## src/rtl/tmr16_pkg.sv

```systemverilog
package tmr16_pkg;

    localparam int BUS_W = 8;

    // Decoded control fields (bus bits 7, 5:4, 2, 1, 0)
    typedef struct packed {
        logic       rw16;    // buffered 16-bit access
        logic [1:0] ps;      // prescale select
        logic       nsync;   // 1 = direct pin path
        logic       cs;      // 1 = pin source
        logic       en;      // count enable
    } tctl_t;

    typedef enum logic [1:0] {
        A_CTL  = 2'd0,
        A_LO   = 2'd1,
        A_HI   = 2'd2,
        A_STAT = 2'd3
    } taddr_e;

    function automatic logic [BUS_W-1:0] ctl_to_bus(tctl_t c);
        return {c.rw16, 1'b0, c.ps, 1'b0, c.nsync, c.cs, c.en};
    endfunction

endpackage

```

## src/rtl/tmr16_edge.sv

```systemverilog
module tmr16_edge #(
    parameter int STAGES = 2
) (
    input  logic clk,
    input  logic rst,
    input  logic ext_i,
    input  logic use_sync,
    input  logic sleep_i,
    output logic edge_o
);
    logic [STAGES-1:0] sf;
    logic              sf_prev;
    logic              raw_q;

    genvar i;
    generate
        for (i = 0; i < STAGES; i++) begin : g_sync
            if (i == 0) begin : g_first
                always_ff @(posedge clk) begin
                    if (rst) sf[0] <= 1'b0;
                    else     sf[0] <= ext_i;
                end
            end else begin : g_next
                always_ff @(posedge clk) begin
                    if (rst) sf[i] <= 1'b0;
                    else     sf[i] <= sf[i-1];
                end
            end
        end
    endgenerate

    always_ff @(posedge clk) begin
        if (rst) begin
            sf_prev <= 1'b0;
            raw_q   <= 1'b0;
        end else begin
            sf_prev <= sf[STAGES-1];
            raw_q   <= ext_i;
        end
    end

    logic sync_edge, raw_edge;
    assign sync_edge = sf[STAGES-1] & ~sf_prev & ~sleep_i;
    assign raw_edge  = ext_i & ~raw_q;
    assign edge_o    = use_sync ? sync_edge : raw_edge;

endmodule

```

## src/rtl/tmr16_presc.sv

```systemverilog
module tmr16_presc #(
    parameter int PSW = 2
) (
    input  logic           clk,
    input  logic           rst,
    input  logic           tick_i,
    input  logic [PSW-1:0] sel_i,
    input  logic           clr_i,
    output logic           out_o
);
    localparam int PCW = (1 << PSW) - 1;

    logic [PCW-1:0] cnt;
    logic [PCW-1:0] lim;
    logic [PCW-1:0] ones;

    assign ones  = '1;
    assign lim   = ones >> (PCW - int'(sel_i));
    assign out_o = tick_i & (cnt == lim);

    always_ff @(posedge clk) begin
        if (rst || clr_i)  cnt <= '0;
        else if (tick_i)   cnt <= (cnt == lim) ? '0 : cnt + 1'b1;
    end

endmodule

```

## src/rtl/tmr16_core.sv

```systemverilog
module tmr16_core #(
    parameter int DW = 8
) (
    input  logic          clk,
    input  logic          rst,
    input  logic          inc_i,
    input  logic          trig_clr_i,
    input  logic          rw16_i,
    input  logic          wr_lo_i,
    input  logic          wr_hi_i,
    input  logic          rd_lo_i,
    input  logic [DW-1:0] wdata_i,
    input  logic          st_wr_i,
    input  logic          st_bit_i,
    output logic          load_o,
    output logic [2*DW-1:0] cnt_o,
    output logic [DW-1:0] hbuf_o,
    output logic          ovf_o
);
    localparam int CW = 2 * DW;

    logic [CW-1:0] cnt;
    logic [DW-1:0] hbuf;
    logic          ovf;
    logic          wrap;

    assign load_o = wr_lo_i | (wr_hi_i & ~rw16_i);
    assign wrap   = inc_i & ~load_o & ~trig_clr_i & (cnt == '1);

    always_ff @(posedge clk) begin
        if (rst) begin
            cnt <= '0;
        end else if (load_o) begin
            if (rw16_i) begin
                cnt <= {hbuf, wdata_i};
            end else begin
                if (wr_lo_i) cnt[DW-1:0]  <= wdata_i;
                if (wr_hi_i) cnt[CW-1:DW] <= wdata_i;
            end
        end else if (trig_clr_i) begin
            cnt <= '0;
        end else if (inc_i) begin
            cnt <= cnt + 1'b1;
        end
    end

    always_ff @(posedge clk) begin
        if (rst)                    hbuf <= '0;
        else if (rw16_i && wr_hi_i) hbuf <= wdata_i;
        else if (rw16_i && rd_lo_i) hbuf <= cnt[CW-1:DW];
    end

    always_ff @(posedge clk) begin
        if (rst) begin
            ovf <= 1'b0;
        end else begin
            if (st_wr_i) ovf <= st_bit_i;
            if (wrap)    ovf <= 1'b1;
        end
    end

    assign cnt_o  = cnt;
    assign hbuf_o = hbuf;
    assign ovf_o  = ovf;

endmodule

```

## src/rtl/tmr16_unit.sv

```systemverilog
module tmr16_unit
    import tmr16_pkg::*;
#(
    parameter int IDIV        = 4,
    parameter int PSW         = 2,
    parameter int SYNC_STAGES = 2
) (
    input  logic             clk,
    input  logic             rst,
    input  logic [1:0]       bus_addr,
    input  logic             bus_wr,
    input  logic             bus_rd,
    input  logic [BUS_W-1:0] bus_wdata,
    output logic [BUS_W-1:0] bus_rdata,
    input  logic             ext_clk,
    input  logic             core_sleep,
    input  logic             cc_trig,
    input  logic             cc_tb_sel,
    output logic             ovf_flag
);
    localparam int PHW = (IDIV > 1) ? $clog2(IDIV) : 1;
    localparam int CW  = 2 * BUS_W;

    tctl_t            ctl;
    logic [PHW-1:0]   phase;
    logic             int_tick, ext_tick, src_tick, inc;
    logic             wr_ctl, wr_lo, wr_hi, wr_st, rd_lo;
    logic             load, trig_clr;
    logic [CW-1:0]    cnt;
    logic [BUS_W-1:0] hbuf;

    assign wr_ctl = bus_wr && (taddr_e'(bus_addr) == A_CTL);
    assign wr_lo  = bus_wr && (taddr_e'(bus_addr) == A_LO);
    assign wr_hi  = bus_wr && (taddr_e'(bus_addr) == A_HI);
    assign wr_st  = bus_wr && (taddr_e'(bus_addr) == A_STAT);
    assign rd_lo  = bus_rd && (taddr_e'(bus_addr) == A_LO);

    always_ff @(posedge clk) begin
        if (rst) begin
            ctl <= '0;
        end else if (wr_ctl) begin
            ctl.rw16  <= bus_wdata[7];
            ctl.ps    <= bus_wdata[5:4];
            ctl.nsync <= bus_wdata[2];
            ctl.cs    <= bus_wdata[1];
            ctl.en    <= bus_wdata[0];
        end
    end

    // Instruction-cycle phase
    always_ff @(posedge clk) begin
        if (rst)                           phase <= '0;
        else if (phase == PHW'(IDIV - 1))  phase <= '0;
        else                               phase <= phase + 1'b1;
    end
    assign int_tick = (phase == PHW'(IDIV - 1)) & ~core_sleep;

    tmr16_edge #(.STAGES(SYNC_STAGES)) u_edge (
        .clk      (clk),
        .rst      (rst),
        .ext_i    (ext_clk),
        .use_sync (~ctl.nsync),
        .sleep_i  (core_sleep),
        .edge_o   (ext_tick)
    );

    assign src_tick = (ctl.cs ? ext_tick : int_tick) & ctl.en;

    tmr16_presc #(.PSW(PSW)) u_presc (
        .clk    (clk),
        .rst    (rst),
        .tick_i (src_tick),
        .sel_i  (ctl.ps),
        .clr_i  (load),
        .out_o  (inc)
    );

    assign trig_clr = cc_trig & cc_tb_sel;

    tmr16_core #(.DW(BUS_W)) u_core (
        .clk        (clk),
        .rst        (rst),
        .inc_i      (inc),
        .trig_clr_i (trig_clr),
        .rw16_i     (ctl.rw16),
        .wr_lo_i    (wr_lo),
        .wr_hi_i    (wr_hi),
        .rd_lo_i    (rd_lo),
        .wdata_i    (bus_wdata),
        .st_wr_i    (wr_st),
        .st_bit_i   (bus_wdata[0]),
        .load_o     (load),
        .cnt_o      (cnt),
        .hbuf_o     (hbuf),
        .ovf_o      (ovf_flag)
    );

    always_comb begin
        case (taddr_e'(bus_addr))
            A_CTL:   bus_rdata = ctl_to_bus(ctl);
            A_LO:    bus_rdata = cnt[BUS_W-1:0];
            A_HI:    bus_rdata = ctl.rw16 ? hbuf : cnt[CW-1:BUS_W];
            default: bus_rdata = {{(BUS_W-1){1'b0}}, ovf_flag};
        endcase
    end

endmodule

```

## config.mk

```make
export PLATFORM = sky130hd
export DESIGN_NAME = tmr16_unit
export DESIGN_NICKNAME = d
export VERILOG_FILES = /design/src/rtl/tmr16_pkg.sv /design/src/rtl/tmr16_edge.sv /design/src/rtl/tmr16_presc.sv /design/src/rtl/tmr16_core.sv /design/src/rtl/tmr16_unit.sv
export SDC_FILE = /design/constraint.sdc
export NUM_CORES = 1
export LEC_CHECK = 0
export BUFFER_PORTS_ARGS = -buffer_cell sky130_fd_sc_hd__buf_2
export CAP_MARGIN = 20
export CORE_MARGIN = 5
export CORE_UTILIZATION = 55
export CTS_BUF_LIST = sky130_fd_sc_hd__clkbuf_16
export CTS_CLUSTER_SIZE = 30
export DETAILED_ROUTE_END_ITERATION = 16
export GPL_TIMING_DRIVEN = 0
export HOLD_SLACK_MARGIN = 0.05
export PLACE_DENSITY_LB_ADDON = 0.3
export SETUP_SLACK_MARGIN = 0.4
export SLEW_MARGIN = 20
export SYNTH_ARGS = -nofsm -noshare
export SYNTH_HDL_FRONTEND = slang
export SYNTH_HIERARCHICAL = 1
export SYNTH_SLANG_ARGS = --single-unit
```

## constraint.sdc

```tcl
create_clock -name clk -period 6.4 [get_ports clk]
set_input_delay 0.96 -clock clk [delete_from_list [all_inputs] [get_ports clk]]
set_output_delay 0.96 -clock clk [all_outputs]
set_load 0.05 [all_outputs]
```

# Word level (Yosys, flattened, before mapping)
# Index checks and enable logic that the tools add are counted.
# totals
ff_bits,39
out_inout_bits,9
elab_cells,75
# op_classes
addsub,4
n_eq_ne,8
shifts,1
mux,15
bitwise_logic,18
n_reduce_logical,15
# op_table
operator,count
$mux W16,4
$mux W8,5
$shr A3 B32 Y3 const A,1
$pmux W8 S3,1
$add A16 B1 Y16 const B,1
$eq A16 B16 Y1 const B,1
$and A1 B1 Y1,11
$logic_and A1 B1 Y1,7
$eq A2 B2 Y1 const B,3
$ne A3 B2 Y1 const B,2
$not A1 Y1,6
$mux W1,4
$reduce_and A2 Y1,2
$reduce_bool A2 Y1,2
$add A3 B1 Y3 const B,1
$eq A3 B3 Y1,1
$mux W3,1
$reduce_bool A3 Y1,1
$sub A2 B2 Y3 const A,1
$add A2 B1 Y2 const B,1
$eq A2 B1 Y1 const B,1
$logic_not A2 Y1,1
$reduce_or A2 Y1,1
$logic_or A1 B1 Y1,1
$or A1 B1 Y1,1

# Logic depth before layout (Yosys ltp)
# Gate-level depths: netlist (run 1).
# logic_depth
ltp_word,11
ltp_mapped,14

# Cells and area by module
# The synthesis (run 1) kept the hierarchy.
# modules_own_cells
module,n_inst,cells_each,area_each_um2
tmr16_core,1,205,1601.5
tmr16_unit,1,70,596.8
tmr16_presc,1,21,200.2
tmr16_edge,1,9,98.8

# Worst setup path after synthesis (run 1)
# No wires, ideal clock.
# synth_timing
kind,input to register
from,in core_sleep
to,"reg u_core.cnt[2], in the netlist u_core/cnt_o[2]"
arrival_time_ns,3.457
t_required_ns,6.283
setup_slack_ns,2.825
path_stages,11
path_buffers,0
path_cell_list,nor3b_1 a22o_1 a21oi_1 nor2b_1 or4b_1 o32ai_2 or2_1 nor2_1 o21bai_1 o21ai_0 a32o_1
# synth_between
elab_chain_cells,8
elab_cells_between_ends,9
# synth_lines
element,line,rtl
from (decl),tmr16_unit.sv:16,"input logic core_sleep,"
$not A1 Y1,tmr16_edge.sv:43,assign sync_edge = sf[STAGES-1] & ~sf_prev & ~sleep_i;
$and A1 B1 Y1,tmr16_edge.sv:43,
$mux W1,tmr16_edge.sv:45,assign edge_o = use_sync ? sync_edge : raw_edge;
net ext_tick,tmr16_unit.sv:26,"logic int_tick, ext_tick, src_tick, inc;"
$mux W1,tmr16_unit.sv:67,assign src_tick = (ctl.cs ? ext_tick : int_tick) & ctl.en;
$and A1 B1 Y1,tmr16_unit.sv:67,
net src_tick,tmr16_unit.sv:26,
$and A1 B1 Y1,tmr16_presc.sv:19,assign out_o = tick_i & (cnt == lim);
net inc,tmr16_unit.sv:26,
$reduce_bool A3 Y1 (no line),-,
$reduce_and A2 Y1 (no line),-,
to (signal assigned),tmr16_core.sv:35,"cnt <= {hbuf, wdata_i};"
"to (signal, indexed assignment)",tmr16_core.sv:37,if (wr_lo_i) cnt[DW-1:0] <= wdata_i;
"to (signal, indexed assignment)",tmr16_core.sv:38,if (wr_hi_i) cnt[CW-1:DW] <= wdata_i;
to (decl),tmr16_core.sv:22,logic [CW-1:0] cnt;
# The timed path passes the listed nets, and every way through them passes these cells.
# A chain may end at the register's enable or synchronous reset.

# Worst setup path after layout (run 1)
# Same ends and word-level chain as after synthesis.

==> summary.txt, run 1 <==
Run status
  – Run status: finished clean

STA
  – Final Setup Violations: 0
  – Max-Slew Margin vs Limit: 54.2%
  – RSZ-0062 raised after global routing: no
  – Measured slew at the worst slew-check pin: 685 ps
  – Final hold violation count: 0
  – Post-route clock skew: 4.10 ps
  – Setup TNS: 0 ps
  – Max frequency: 0.251 GHz
  – Minimum clock period after layout: 3980 ps
  – Number of pins exceeding their max-slew limit in the final report: 0
  – Part of the cycle the worst path needs: 62.2%

Worst hold path
  – Worst Hold Launch: phase[0]
  – End point of the most critical hold path: phase[0]
  – Worst Hold Class: reg2reg
  – Worst Hold Path Cells: 1

Critical path
  – Reg2Reg Launch Point: phase[0]
  – Required time of the worst setup path: 6570 ps
  – Setup slack of the most critical reg-to-reg path: 2850 ps
  – End of the worst register-to-register path: u_core/cnt_o[2]
  – Type of element launching the critical path: primary input
  – Critical Setup Path Class: in2reg
  – Arrival @ worst endpoint: 4150 ps
  – Highest net fanout along the worst path: 10
  – Start point of the critical path: core_sleep
  – CP endpoint kind: register
  – Count of cells along the worst register-to-register path: 11

Pwr
  – Cell internal pwr: 0.471 mW
  – Share of total power consumed by net switching: 27.0%
  – Maximum ir drop on the vdd rail: 0.106 mV
  – Portion of total power attributed to sequential cells: 41.6%
  – Ratio of total power to cell area: 227 nW/um^2
  – Lkg Pwr: 1.09 nW
  – Share of total power in combinational logic: 15.4%
  – Power share of the clock group: 43.0%
  – Net Sw Power: 0.175 mW

Clock tree
  – Clk Latency, worst-skew pair: 280 ps
  – Clk sink count: 39
  – CTS HTree Levels: 2
  – Clock tree from TritonCTS: done
  – Post-cts hold buffer count: 0
  – Clock-pin slew reported for the worst setup and hold paths after clock tree synthesis: 60 ps
  – CTS Root Cell: clkbuf_16
  – Maximum buffer depth of the clock tree: 2
  – CTS resizes: 0
  – Total clock buffers created by CTS: 5
  – Post-CTS setup buffer count: 0

Synthesis
  – Synth unique cells: 63
  – Leading cell types by total area after synthesis: dfxtp_1 31%, mux2i_1 6.8%, nor2_1 6.5%
  – Post-Synthesis Cell Area: 2500 sq um
  – Synth top area share: 31.3%
  – Synth Net Count: 326
  – Post-synth EDFFs: 0
  – Number of instances in the synthesized netlist: 305
  – Post-synthesis register bit count: 39
  – Share of the yosys chip area belonging to registers: 31.3%
  – Area leader, netlist: dfxtp_1
  – Share of synthesized flip-flops with an asynchronous set or reset: 0%
  – Flip-flop cell with the highest count after synthesis: dfxtp_1
  – Average instance area after synthesis: 8.19 sq um
  – Synthesis Warnings: 6

Die
  – Starting Density: 57.0%
  – Die Span Y: 77.4 um
  – Width of the chip: 77.4 um
  – Top-Level Pins: 27
  – Die outline area: 5990 sq um
  – Core Region: 4380 sq um
  – Site row count: 24

Cells and area
  – Diodes inserted: 0
  – Fraction of final layout cells sized beyond drive strength 1: 16.3%
  – Area growth, synth to finish: 14.2%
  – Layout net count: 358
  – Number of cells in the finished layout apart from fillers: 390
  – Commonest cells after routing, fill and taps aside: 43 x nor2_1, 39 x dfxtp_1, 30 x buf_2
  – Commonest non-fill, non-tap cell in the layout: nor2_1

Detailed routing
  – Number of antenna-violating nets in the routed design: 0
  – Avg WL per Cell: 18.9 um
  – Wire length reported by the detailed router: 7360 um
  – First-pass detailed-route iteration total: 5
  – Via Count: 2553
  – Remaining routing DRC violations: 0
  – Initial DRC Count: 275
  – Via density per instance: 6.55

Run
  – Count of maximum capacitance violations: 0

Global routing
  – Aggregate global routing overflow: 0
  – Via count of the first global-routing pass: 2356
  – Antenna violations before repair: 0
  – Pin count of the biggest net entering global routing: 13
  – Global-route wire length before repair: 11900 um
  – Total global-route track usage: 24.7%

Place
  – Dpl hpwl: 5310 um
  – Global placement routability congestion: 0.936
  – Number of placed instances, taps included: 382
  – Port buffer count: 25
-- worst max-delay path, stage by stage --
cell,delay (ps)
buf_2,110
nor3b_1,180
a22o_1,160
a21oi_1,60
nor2b_1,370
or4b_1,500
o32ai_2,330
or2_1,240
nor2_1,130
o21bai_1,580
o21ai_0,230
a32o_1,310
-- power groups by stage --
stage	combinational [mW]	clock (mW)	sequential [mW]
final	0.0997	0.278	0.268
after global placement	0.0951	0	0.272
after detailed placement	0.0971	0	0.273
after floorplan	0.0691	0	0.269
after global routing	0.108	0.292	0.270
after CTS	0.0978	0.281	0.268
-- synthesized netlist by cell type (4+ instances only) --
cell type  number
and2_1          5
buf_2           5
clkbuf_1        6
nand4_1         4
inv_1           9
a22oi_1         6
nand3_1        16
a311oi_1        8
a22o_1          4
nor2_1         43
o31ai_1         7
o21ai_0        12
nor3_1          9
nor2b_1         7
a21o_1          4
nand2_1        24
a211oi_1        6
a21oi_1        11
dfxtp_1        39
mux2i_1        17
-- state kept, by name (all words and copies together), names as in the netlist --
name,count
u_core/cnt_o,16
u_core/hbuf_o,8
ctl,6
u_presc/cnt,3
phase,2
u_core/ovf_o,1
u_edge/raw_q,1
u_edge/sf,1
u_edge/sf_prev,1
-- worst max path at each step --
stage	endpoint	slack, ps	cells after the start
after global routing	u_core/cnt_o[2]	2120	12
final	u_core/cnt_o[2]	2420	12
after global placement	u_core/cnt_o[7]	2240	12
after CTS	u_core/cnt_o[2]	2450	12
after floorplan	u_core/cnt_o[2]	2830	11
after detailed placement	u_core/cnt_o[2]	2180	12
-- logic make-up after synthesis --
group / after synthesis / share of synthesized area [%]
and+or+nand+nor: 132 / 27.8
AOI/OAI and AO/OA: 82 / 24.4
DFF: 39 / 31.3
buffers and inverters: 26 / 5.31
muxes: 19 / 8.32
xor gates and xnor gates: 4 / 1.40
adders and majority gates: 3 / 1.50
-- per-layer routing --
metal | global-route usage, % | part of all wire (%)
met1 | 32.6 | 43
met2 | 40.2 | 47
met3 | 4.86 | 8.0
met4 | 8.42 | 2.2
met5 | 0 | 0
-- stage by stage --
step | total power, mW | area, sq um | util [%] | setup slack, ps | hold WS [ps]
3_3_place_gp | 0.367 | 2690 | 61.3 | 2240 | 420
6_report | 0.646 | 2850 | 65.0 | 2420 | 428
4_1_cts | 0.647 | 2850 | 65.0 | 2450 | 437
2_1_floorplan | 0.338 | 2500 | - | 2830 | 408
5_1_grt | 0.669 | 2850 | 65.0 | 2120 | 463
3_5_place_dp | 0.370 | 2690 | 61.3 | 2180 | 428
-- final cells by class --
type | instances | area [sq um]
Tap cell | 52 | 65.1
Clock buffer | 5 | 125
Sequential cell | 39 | 781
Timing Repair Buffer | 25 | 125
Clock inverter | 3 | 38.8
Inverter | 10 | 37.5
Buffer | 16 | 95.1
Multi-Input combinational cell | 240 | 1580
Fill cell | 403 | 1530
Note: power is estimated with default switching activity, not from simulation.
==> run 2, diff against run 1 <==
==> constraint.sdc (replaced) <==
create_clock -name clk -period 4 [get_ports clk]
set_input_delay 0.6 -clock clk [delete_from_list [all_inputs] [get_ports clk]]
set_output_delay 0.6 -clock clk [all_outputs]
set_load 0.05 [all_outputs]
==> summary.txt, run 2 (synthesis results as in run 1) <==
Clock tree
  – Clock-pin slew reported for the worst setup and hold paths after clock tree synthesis: 60 ps (about the same)
  – CTS HTree Levels: 2 (unchanged)
  – Clock tree from TritonCTS: done
  – Post-cts hold buffer count: 0 (unchanged)
  – Maximum buffer depth of the clock tree: 2 (unchanged)
  – Clk Latency, worst-skew pair: 280 ps (about the same)
  – Total clock buffers created by CTS: 5 (unchanged)
  – Clk sink count: 39 (unchanged)
  – CTS Root Cell: clkbuf_16

Critical path
  – Arrival @ worst endpoint: 3440 ps (-710 ps)
  – Maximum cell stage delay along the critical path: 480 ps (-100 ps)
  – CP endpoint kind: register
  – Cell type of the slowest stage on the worst timing path: or4b_1
  – Critical Setup Path Class: in2reg
  – Cells along the critical path: buf_2, nor3b_1, a22o_1, a21oi_1, nor2b_2, or4b_1, o32ai_2, or2_1, nor2_1, o211a_1, buf_6, a221oi_1, or3_1, o31ai_1
  – Type of element launching the critical path: primary input
  – Required time of the worst setup path: 4160 ps (-2410 ps)
  – Highest net fanout along the worst path: 9 (-1)

Detailed routing
  – Initial DRC Count: 293 (+6.5%)
  – Wire length reported by the detailed router: 7360 um (about the same)
  – Via density per instance: 6.59 (+0.60%)
  – Number of antenna-violating nets in the routed design: 0 (unchanged)
  – Via Count: 2575 (+0.86%)
  – Avg WL per Cell: 18.8 um (-0.24%)
  – Remaining routing DRC violations: 0 (unchanged)
  – First-pass detailed-route iteration total: 5 (unchanged)

Die
  – Width of the chip: 77.4 um (unchanged)
  – Site row count: 24 (unchanged)
  – Starting Density: 57.0% (unchanged)
  – Top-Level Pins: 27 (unchanged)
  – Die Span Y: 77.4 um (unchanged)
  – Core Region: 4380 sq um (unchanged)
  – Die outline area: 5990 sq um (unchanged)

Pwr
  – Maximum ir drop on the vdd rail: 0.168 mV (+59%)
  – Lkg Pwr: 1.10 nW (+0.90%)
  – Ratio of total power to cell area: 361 nW/um^2 (+59%)

Place
  – Pre-CTS setup slack: 135 ps (-2040 ps)
  – Port buffer count: 25 (unchanged)
  – Global placement routability congestion: 0.936 (unchanged)
  – Dpl hpwl: 5310 um (unchanged)

STA
  – Minimum clock period after layout: 3280 ps
  – Final hold violation count: 0 (unchanged)
  – RSZ-0062 raised after global routing: no
  – Setup TNS: 0 ps (unchanged)
  – Post-route clock skew: 3.86 ps (-0.243 ps)
  – Measured slew at the worst slew-check pin: 532 ps (-154 ps)
  – Max frequency: 0.305 GHz
  – Max-Slew Margin vs Limit: 64.6% (+10 points)
  – Part of the cycle the worst path needs: 81.9%
  – Final Setup Violations: 0 (unchanged)
  – Number of pins exceeding their max-slew limit in the final report: 0 (unchanged)
  – Worst setup slack after layout: 723 ps (-1700 ps)

Global routing
  – Total global-route track usage: 24.7% (unchanged)
  – Antenna violations before repair: 0 (unchanged)
  – Global-route wire length before repair: 11900 um (unchanged)
  – Aggregate global routing overflow: 0 (unchanged)
  – Pin count of the biggest net entering global routing: 13 (unchanged)
  – Via count of the first global-routing pass: 2356 (unchanged)

Worst hold path
  – Worst Hold Class: reg2reg

Cells and area
  – Commonest cells after routing, fill and taps aside: 43 x nor2_1, 39 x dfxtp_1, 30 x buf_2
  – Layout net count: 359 (+0.28%)
  – Commonest non-fill, non-tap cell in the layout: nor2_1
  – Diodes inserted: 0 (unchanged)
  – Fraction of final layout cells sized beyond drive strength 1: 17.1% (+0.84 points)
  – Utilization after layout: 65.4% (+0.31 points)
  – Area growth, synth to finish: 14.7%
  – Flip-flop count of the largest register after layout: 16 (unchanged)
  – Number of filler cells placed in the layout: 399 (-0.99%)

Run
  – Count of maximum capacitance violations: 0 (unchanged)

Run status
  – Run status: finished clean
run 2: cell types whose count changed in the layout (fill, tap and decap cells not counted), sizes merged:
cell  change
buf       +1
run 2: per-layer routing:
metal	vias up	part of all wire [%]	GRT usage (%)
met4	0	2.9	8.42
met5	-	0	0
met3	27	8.1	4.86
met1	1204	42	32.6
met2	141	47	40.2
li1	1203	-	-
run 2: worst paths after layout:
path,startpoint,to,slack [ps],depth (start not counted)
hold / removal,phase[0],phase[0],430,1
setup / recovery,core_sleep,u_core/cnt_o[13],720,14
hold reg to reg,phase[0],phase[0],430,1
setup reg to reg,phase[0],u_core/cnt_o[13],790,13
run 2: repair_timing:
item / 4_1_cts / 5_1_grt
setup endpoints to repair: 0 / 10
endpoints found under the hold margin: 0 / 0
setup buffers: 0 / 1
resized for setup: 0 / 2
run 2: cell type report:
class / count / area (sq um) / area share (%)
multi-input combinational: 240 / 1590 / 55.5
inverter: 10 / 37.5 / 1.31
buffer: 16 / 95.1 / 3.32
tap: 52 / 65.1 / 2.27
clock inverter: 3 / 38.8 / 1.35
clock buffer: 5 / 125 / 4.37
timing repair buffer: 26 / 133 / 4.63
sequential: 39 / 781 / 27.2
run 2: power breakdown:
part	switching (mW)	internal [mW]
Combinational	0.102	0.0592
Sequential	0.0238	0.406
Clock	0.153	0.291
run 2: critical path: cells and delay by family:
kind	cells	cell delay, ps
and+or+nand+nor	6	1440
buffers and inverters	2	250
AOI/OAI and AO/OA	6	1140
run 2: stage by stage:
stage          area [sq um]  hold WS [ps]  instances  total power, mW
2_1_floorplan          2500           408        305            0.541
5_1_grt                2870           463        391             1.07
4_1_cts                2850           437        390             1.03
3_5_place_dp           2690           428        382            0.592
3_3_place_gp           2690           420        382            0.588
6_report               2870           428        391             1.03
